### src/rtl/priv_trap_pkg.sv
package priv_trap_pkg;
   localparam int unsigned OP_W = 3;

   typedef enum logic [OP_W-1:0] {
      OP_PLAIN  = 3'd0,
      OP_MFMSR  = 3'd1,
      OP_MTMSRD = 3'd2,
      OP_TLBIEL = 3'd3,
      OP_SLBIA  = 3'd4,
      OP_RFID   = 3'd5
   } ptu_op_e;
endpackage

### src/rtl/ptu_check.sv
// Privilege gate: decides whether the incoming instruction traps.
module ptu_check #(
   parameter int unsigned XLEN   = 64,
   parameter int unsigned PR_BIT = 14
) (
   input  logic            valid,
   input  logic            priv,
   input  logic [XLEN-1:0] msr,
   output logic            trap
);
   assign trap = valid & priv & msr[PR_BIT];
endmodule

### src/rtl/ptu_reg.sv
// Resettable state register with write enable.
module ptu_reg #(
   parameter int unsigned W   = 64,
   parameter logic [W-1:0] RST = '0
) (
   input  logic         clk,
   input  logic         rst_n,
   input  logic         we,
   input  logic [W-1:0] d,
   output logic [W-1:0] q
);
   always_ff @(posedge clk or negedge rst_n) begin
      if (!rst_n)  q <= RST;
      else if (we) q <= d;
   end
endmodule

### src/rtl/ptu_trap.sv
// Values written when a program interrupt is taken.
module ptu_trap #(
   parameter int unsigned XLEN        = 64,
   parameter int unsigned PR_BIT      = 14,
   parameter int unsigned EE_BIT      = 15,
   parameter int unsigned CAUSE_BIT   = 17,
   parameter int unsigned VECTOR      = 'h700,
   parameter int unsigned ILEN_BYTES  = 4
) (
   input  logic [XLEN-1:0] pc,
   input  logic [XLEN-1:0] msr,
   output logic [XLEN-1:0] ret_addr,
   output logic [XLEN-1:0] save_state,
   output logic [XLEN-1:0] new_msr,
   output logic [XLEN-1:0] vec_pc
);
   localparam logic [XLEN-1:0] CAUSE_MASK = XLEN'(1) << CAUSE_BIT;
   localparam logic [XLEN-1:0] DROP_MASK  = (XLEN'(1) << PR_BIT) | (XLEN'(1) << EE_BIT);

   assign ret_addr   = pc + XLEN'(ILEN_BYTES);
   assign save_state = msr | CAUSE_MASK;
   assign new_msr    = msr & ~DROP_MASK;
   assign vec_pc     = XLEN'(VECTOR);
endmodule

### src/rtl/ptu_exec.sv
// Normal (untrapped) effects of the state-related operations.
module ptu_exec
   import priv_trap_pkg::*;
#(
   parameter int unsigned XLEN        = 64,
   parameter int unsigned ILEN_BYTES  = 4,
   parameter int unsigned RET_LO_MSB  = 3,
   parameter int unsigned RET_HI_LSB  = 6,
   parameter int unsigned RET_HI_MSB  = 11
) (
   input  logic            go,
   input  logic [OP_W-1:0] op,
   input  logic [XLEN-1:0] pc,
   input  logic [XLEN-1:0] rs,
   input  logic [XLEN-1:0] msr,
   input  logic [XLEN-1:0] srr0,
   input  logic [XLEN-1:0] srr1,
   output logic            rd_we,
   output logic [XLEN-1:0] rd_wdata,
   output logic            msr_we,
   output logic [XLEN-1:0] msr_wdata,
   output logic [XLEN-1:0] next_pc
);
   localparam int unsigned ALIGN_BITS = (ILEN_BYTES > 1) ? $clog2(ILEN_BYTES) : 1;
   localparam logic [XLEN-1:0] ALIGN_MASK = ~((XLEN'(1) << ALIGN_BITS) - XLEN'(1));

   ptu_op_e               op_e;
   logic [XLEN-1:0]       ret_msr;
   logic [XLEN-1:0]       seq_pc;

   assign op_e   = ptu_op_e'(op);
   assign seq_pc = pc + XLEN'(ILEN_BYTES);

   for (genvar b = 0; b < XLEN; b++) begin : g_ret_bit
      localparam bit FROM_SAVE = (b <= RET_LO_MSB) ||
                                 ((b >= RET_HI_LSB) && (b <= RET_HI_MSB));
      if (FROM_SAVE) begin : g_take
         assign ret_msr[b] = srr1[b];
      end else begin : g_keep
         assign ret_msr[b] = msr[b];
      end
   end

   always_comb begin
      rd_we     = 1'b0;
      rd_wdata  = '0;
      msr_we    = 1'b0;
      msr_wdata = msr;
      next_pc   = seq_pc;
      if (go) begin
         case (op_e)
            OP_MFMSR: begin
               rd_we    = 1'b1;
               rd_wdata = msr;
            end
            OP_MTMSRD: begin
               msr_we    = 1'b1;
               msr_wdata = rs;
            end
            OP_RFID: begin
               msr_we    = 1'b1;
               msr_wdata = ret_msr;
               next_pc   = srr0 & ALIGN_MASK;
            end
            default: ;
         endcase
      end
   end
endmodule

### src/rtl/priv_trap_unit.sv
module priv_trap_unit
   import priv_trap_pkg::*;
#(
   parameter int unsigned XLEN       = 64,
   parameter int unsigned PR_BIT     = 14,
   parameter int unsigned EE_BIT     = 15,
   parameter int unsigned CAUSE_BIT  = 17,
   parameter int unsigned VECTOR     = 'h700,
   parameter int unsigned ILEN_BYTES = 4,
   parameter int unsigned RET_LO_MSB = 3,
   parameter int unsigned RET_HI_LSB = 6,
   parameter int unsigned RET_HI_MSB = 11,
   parameter logic [XLEN-1:0] MSR_RST = '0
) (
   input  logic            clk,
   input  logic            rst_n,
   input  logic            in_valid,
   input  logic [XLEN-1:0] in_pc,
   input  logic            in_priv,
   input  logic [OP_W-1:0] in_op,
   input  logic [XLEN-1:0] in_rs,
   output logic            trap_taken,
   output logic [XLEN-1:0] next_pc,
   output logic            srr0_we,
   output logic [XLEN-1:0] srr0_wdata,
   output logic            srr1_we,
   output logic [XLEN-1:0] srr1_wdata,
   output logic            msr_we,
   output logic [XLEN-1:0] msr_wdata,
   output logic            rd_we,
   output logic [XLEN-1:0] rd_wdata,
   output logic [XLEN-1:0] msr_q
);
   if (PR_BIT >= XLEN || EE_BIT >= XLEN || CAUSE_BIT >= XLEN) begin : g_bad_bit
      $error("priv_trap_unit: state bit index outside the word");
   end
   if (RET_HI_MSB >= XLEN || RET_HI_LSB > RET_HI_MSB || RET_LO_MSB >= RET_HI_LSB) begin : g_bad_ret
      $error("priv_trap_unit: return-restored fields malformed");
   end
   if (ILEN_BYTES == 0 || (ILEN_BYTES & (ILEN_BYTES - 1)) != 0) begin : g_bad_ilen
      $error("priv_trap_unit: instruction length must be a power of two");
   end

   logic            trap;
   logic [XLEN-1:0] srr0_q, srr1_q;
   logic [XLEN-1:0] t_ret, t_save, t_msr, t_vec;
   logic            x_rd_we, x_msr_we;
   logic [XLEN-1:0] x_rd_d, x_msr_d, x_pc;

   ptu_check #(.XLEN(XLEN), .PR_BIT(PR_BIT)) i_check (
      .valid(in_valid), .priv(in_priv), .msr(msr_q), .trap(trap)
   );

   ptu_trap #(
      .XLEN(XLEN), .PR_BIT(PR_BIT), .EE_BIT(EE_BIT), .CAUSE_BIT(CAUSE_BIT),
      .VECTOR(VECTOR), .ILEN_BYTES(ILEN_BYTES)
   ) i_trap (
      .pc(in_pc), .msr(msr_q), .ret_addr(t_ret), .save_state(t_save),
      .new_msr(t_msr), .vec_pc(t_vec)
   );

   ptu_exec #(
      .XLEN(XLEN), .ILEN_BYTES(ILEN_BYTES), .RET_LO_MSB(RET_LO_MSB),
      .RET_HI_LSB(RET_HI_LSB), .RET_HI_MSB(RET_HI_MSB)
   ) i_exec (
      .go(in_valid & ~trap), .op(in_op), .pc(in_pc), .rs(in_rs), .msr(msr_q),
      .srr0(srr0_q), .srr1(srr1_q), .rd_we(x_rd_we), .rd_wdata(x_rd_d),
      .msr_we(x_msr_we), .msr_wdata(x_msr_d), .next_pc(x_pc)
   );

   assign trap_taken = trap;
   assign next_pc    = trap ? t_vec : x_pc;
   assign srr0_we    = trap;
   assign srr0_wdata = t_ret;
   assign srr1_we    = trap;
   assign srr1_wdata = t_save;
   assign msr_we     = trap | x_msr_we;
   assign msr_wdata  = trap ? t_msr : x_msr_d;
   assign rd_we      = x_rd_we;
   assign rd_wdata   = x_rd_d;

   ptu_reg #(.W(XLEN), .RST(MSR_RST)) i_msr (
      .clk(clk), .rst_n(rst_n), .we(msr_we), .d(msr_wdata), .q(msr_q)
   );
   ptu_reg #(.W(XLEN), .RST('0)) i_srr0 (
      .clk(clk), .rst_n(rst_n), .we(srr0_we), .d(srr0_wdata), .q(srr0_q)
   );
   ptu_reg #(.W(XLEN), .RST('0)) i_srr1 (
      .clk(clk), .rst_n(rst_n), .we(srr1_we), .d(srr1_wdata), .q(srr1_q)
   );
endmodule

### config.mk
export PLATFORM = sky130hd
export DESIGN_NAME = priv_trap_unit
export DESIGN_NICKNAME = d
export VERILOG_FILES = /design/src/rtl/priv_trap_pkg.sv /design/src/rtl/ptu_check.sv /design/src/rtl/ptu_reg.sv /design/src/rtl/ptu_trap.sv /design/src/rtl/ptu_exec.sv /design/src/rtl/priv_trap_unit.sv
export SDC_FILE = /design/constraint.sdc
export NUM_CORES = 1
export LEC_CHECK = 0
export BUFFER_PORTS_ARGS = -buffer_cell sky130_fd_sc_hd__buf_2
export CAP_MARGIN = 20
export CORE_AREA = 2 2 203 205
export CTS_CLUSTER_DIAMETER = 80
export CTS_CLUSTER_SIZE = 12
export DETAILED_ROUTE_END_ITERATION = 10
export DIE_AREA = 0 0 205 207
export SLEW_MARGIN = 20
export SYNTH_ARGS = -nofsm -noshare
export SYNTH_HDL_FRONTEND = slang
export SYNTH_SLANG_ARGS = --single-unit
### constraint.sdc
create_clock -name clk -period 4.63 [get_ports clk]
set_clock_uncertainty 0.15 [all_clocks]
set_input_delay 0.2315 -clock clk [delete_from_list [all_inputs] [get_ports clk]]
set_output_delay 0.2315 -clock clk [all_outputs]
set_load 0.01 [all_outputs]
# Word level (Yosys, flattened, before mapping)
# Index checks and enable logic that the tools add are counted.
# totals
reg_bits	140
inputBits	135
out_inout_bits	389
elab_cells	25
# classes
n_addsub	1
eq_ne	3
muxes	12
n_bitwise	5
reduce_logical	1
# ops
operator	n
2-to-1 mux 64 bit	7
one-hot mux 64 bit (2 select lines)	1
adder 64 x 3 -> 64 bit, second input constant	1
2-to-1 mux 1 bit	4
AND 1 bit	3
equality test 3 x 1 -> 1 bit, second input constant	1
equality test 3 x 2 -> 1 bit, second input constant	1
equality test 3 bit, second input constant	1
OR reduction 2 bit	1
inverter 1 bit	1
OR 1 bit	1

# Depth between registers and ports, before layout
# depth
word_depth	6
depth_mapped	8
ltp_nobuf	6

# Modules after synthesis
# From an unflattened synthesis, not the netlist that was laid out.
# unflattened
hier_cells	1463
hier_area_um2	15743.8
# modules_own_cells
mod	n_inst	cells_per_inst	area_per_inst_um2	seq_area_each_um2
ptu_reg	3	135	2678.8	1601.5
ptu_exec	1	512	3283.1	0.0
ptu_trap	1	399	2813.9	0.0
priv_trap_unit	1	146	1604.0	0.0
ptu_check	1	1	6.3	0.0

# Worst setup path before layout
# OpenSTA, ideal clock, no wires.
# synth_path
path_type	input to output
startpoint	in in_pc[10]
endpoint	out next_pc[59]
arrival_time_ns	1.819
required_ns	4.248
setup_slack_ns	2.430
cell_stages	5
path_buffers	0
path_cell_list	and4_1 nand4_2 or2_2 or4_4 a31oi_1
# synth_via
elab_chain_cells	4
# synth_rtl
item	line_no	text
from (decl)	priv_trap_unit.sv:18	input logic [XLEN-1:0] in_pc,
adder 64 x 3 -> 64 bit (*)	ptu_exec.sv:32	assign seq_pc = pc + XLEN'(ILEN_BYTES);
2-to-1 mux 64 bit	ptu_exec.sv:51	case (op_e)
2-to-1 mux 64 bit (*)	ptu_exec.sv:50	if (go) begin
2-to-1 mux 64 bit (*)	priv_trap_unit.sv:72	assign next_pc = trap ? t_vec : x_pc;
to (decl)	priv_trap_unit.sv:23	output logic [XLEN-1:0] next_pc,
# Every way passes the cells marked *; elsewhere a longest branch is shown, timed or not.

# Worst setup path after layout
# layout_path
startpoint	in in_pc[26]
endpoint	out next_pc[59]
# Same word-level chain as after synthesis.

==> metrics.md <==
| Metric | Value |
|---|---|
| 1st-iter DRT viols | `736` |
| Hold Path Class | `input port to register` |
| Worst endpoint data arrival time | `around 3.6 ns` |
| Dpl hpwl | `29200 um` |
| Via density | `4.57` |
| Final setup viols | `0` |
| WL per Instance | `17.4 um` |
| Vias in the first global route | `approximately 9500` |
| Period minus WS final | `3.97 ns` |
| Initial Utilization | `21.9%` |
| Critical Path Sink Type | `output pin` |
| Io pins | `524` |
| CP delay by family, top | `simple AND/OR/NAND/NOR gates` |
| Yosys cell types | `between 40 and 50` |
| Worst setup slack after layout | `0.658 ns` |
| Yosys reg bits | `136` |
| Largest net degree at the start of global routing | `74` |
| Most numerous cell on the critical path | `buf_2` |
| Number of detailed-route iterations in the first pass | `5` |
| Register area share after synthesis | `between 30% and 40%` |
| Port Buffers | `about 520` |
| Core footprint | `0.0404 mm^2` |
| First-pass GRT wire length | `about 57000 um` |
| Ys flop type | `dfrtp_1` |
| Clk sinks | `136` |
| Antenna Nets Post-Route | `0` |
| Max-Cap Viols | `0` |
| Pwr/cell area | `385 mW/mm^2` |
| Setup CP Type | `input port to output pin` |
| RSZ-0062 raised after global routing | `false` |
| Num rows | `74` |
| Outcome | `complete, no violations` |
| Synth Area per Inst | `7.58 um^2` |
| Share of layout cells above drive strength 1 | `between 30 and 40%` |
| Critical path required time | `4.25 ns` |
| Ranking of synthesized cells by area | `dfrtp_1 39%, nand2_1 15%, buf_4 5.8%` |
| Full die area | `about 0.042 mm^2` |
| Area added between synthesis and finish | `46.9%` |
| Routed WL | `38700 um` |
| Skew-Pair Late Insertion Delay | `0.45 ns` |
| TritonCTS buffer count | `17` |
| Reg clk slew, reported paths | `0.06 ns` |
| Critical-path top delay cell | `or4_1` |
| Worst vdd ir | `0.000224 V` |
| Fillers | `between 4000 and 5000` |
| Synth top area share | `38.5%` |
| Final Hold Fails | `0` |
| RD Place Congestion | `0.954` |
| Total power draw | `0.00500 W` |
| Area leader, netlist | `dfrtp_1` |
| Type of origin of the critical path | `input port` |
| Non-Filler Instances | `2218` |
| WP buf/inv | `3` |
| Root buffer cell | `clkbuf_16` |
| Yosys warns | `0` |
| Leakage | `approximately 7.2 nW` |
| NumNets Final | `1808` |
| Via Count | `just over 10000` |
| Longest Clk Path Bufs | `2` |
| Highest Clock Rate | `252 MHz` |
| Initial antenna violation count | `4` |
| H-tree levels | `4` |
| Slowest cell delay on critical path | `0.83 ns` |
| Resize count post-CTS | `0` |
| Cells after Synth | `1165` |
| Mapped Nets | `between 1000 and 1500` |
| Placed Instances | `2101` |
| DRC violations left | `0` |
| Post-Syn Area | `slightly below 0.009 mm^2` |
| Pin slew with the least headroom to its limit | `0.895 ns` |
| Horiz. Die Dim | `205 um` |
| Final TNS setup | `0 ns` |
| Placement Setup Slack | `1.25 ns` |
| Crit-path max FO | `11` |
| Post-synth EDFFs | `0` |
| Fin. max-slew vios | `0` |
| FFs w/ async S/R, synth | `100%` |
| Max_slew headroom | `40.2%` |
| Total grt overflow | `0` |
| CP Cell Sequence | `dlygate4sd3_1 > buf_2 > and4_1 > nand4_1 > or4_1 > o21ai_1 > a31oi_1 > buf_2` |
| CTS tree | `yes` |
| Gr usage total | `17.7%` |
| Final period util | `85.8%` |
| Post-layout util | `32.1%` |
| Die Height | `207 um` |
==> stage by stage <==
step	cell area (um^2)	hold slack [ns]
after floorplan	8830	-0.214
after global placement	11500	0.157
after detailed placement	11500	0.165
after CTS	13000	0.000707
after global routing	13000	0.0301
final	13000	0.0530
==> Yosys cell counts, types with 11 or more instances <==
library cell / count
inv_1: 54
xnor2_1: 30
o21ai_1: 11
nand2_1: 353
a211oi_1: 14
xor2_1: 17
buf_4: 68
nor4_1: 13
and2_1: 69
clkbuf_1: 53
nand4_1: 25
nand3_1: 33
nor2_1: 38
and3_1: 18
a21oi_1: 36
a31oi_1: 26
o21ai_0: 86
dfrtp_1: 136
==> layout by cell type (no fill, tap or decap), drive strengths merged, types with 22 or more instances in the layout <==
master and n:
buf 538, nand2 353, dfrtp 136, o21ai 97, dlygate4sd3 83, and2 70
inv 58, nor2 38, a21oi 36, nand3 34, xnor2 30, a31oi 26
nand4 26, nor4 22
==> timing repair <==
item	CTS	global route
setup buffers	0	0
hold buffers	83	0
hold endpoints to repair	145	0
==> registers in the layout, summed over array words and instances (netlist names) <==
signal,count
i_msr.q,64
i_srr1.q,10
i_srr0.q,62
==> routing by layer <==
layer | wire [um] | vias to the layer above | part of all wire [%] | track usage (%)
met4 | 1100 | 6 | 2.8 | 6.85
met3 | 2950 | 67 | 7.6 | 4.86
met1 | 15700 | 4775 | 41 | 21.0
met5 | 31 | - | 0.080 | 0
li1 | - | 4835 | - | -
met2 | 18800 | 443 | 49 | 30.0
==> report_power, final <==
part | switching [W] | internal (W)
sequential | 0.000331 | 0.00161
clock | 0.000590 | 0.000919
combinational | 0.000904 | 0.000641
==> cell families (layout without fill, tap and decap cells) <==
kind of cell / count (synthesis) / after routing / synth area share [%]
xor+xnor: 47 / 47 / 4.66
simple gates: 600 / 600 / 33.1
buf+inv: 189 / 709 / 11.2
other cells: 1 / 2 / 0.0425
compound gates: 191 / 191 / 12.3
fa+ha+maj: 1 / 1 / 0.142
flops: 136 / 136 / 38.5
==> area by class of cell <==
type                    instances  area, um^2  area share (%)
multi-input cells             840        4470            34.4
repair buffers                622        3590            27.7
flip-flops and latches        136        3400            26.2
well taps                     532         666            5.13
clock buffers                  18         439            3.39
inverters                      55         206            1.59
clock inverters                14         195            1.51
diodes                          1        2.50          0.0193
==> worst reg2reg max path, cell delays in order (launching register included) <==
cell and delay (ns):
dfrtp_1 0.51, nand3_4 0.58, inv_2 0.72, buf_4 0.47, nor2_1 0.11, a31oi_1 0.15
==> final timing paths <==
check | slack (ns) | startpoint | depth (start not counted) | to
setup / recovery | 0.66 | in_pc[26] | 8 | next_pc[59]
hold / removal | 0.05 | in_pc[53] | 3 | i_srr0.q[54]
setup reg to reg | 1.86 | i_msr.q[14] | 5 | i_srr0.q[60]
hold reg to reg | 0.33 | i_srr0.q[3] | 2 | i_srr0.q[3]
max in group asynchronous | 3.09 | rst_n | 3 | i_msr.q[41]
min in group asynchronous | 0.23 | rst_n | 2 | i_srr0.q[27]
No activity file was read; power rests on OpenSTA's default activity.
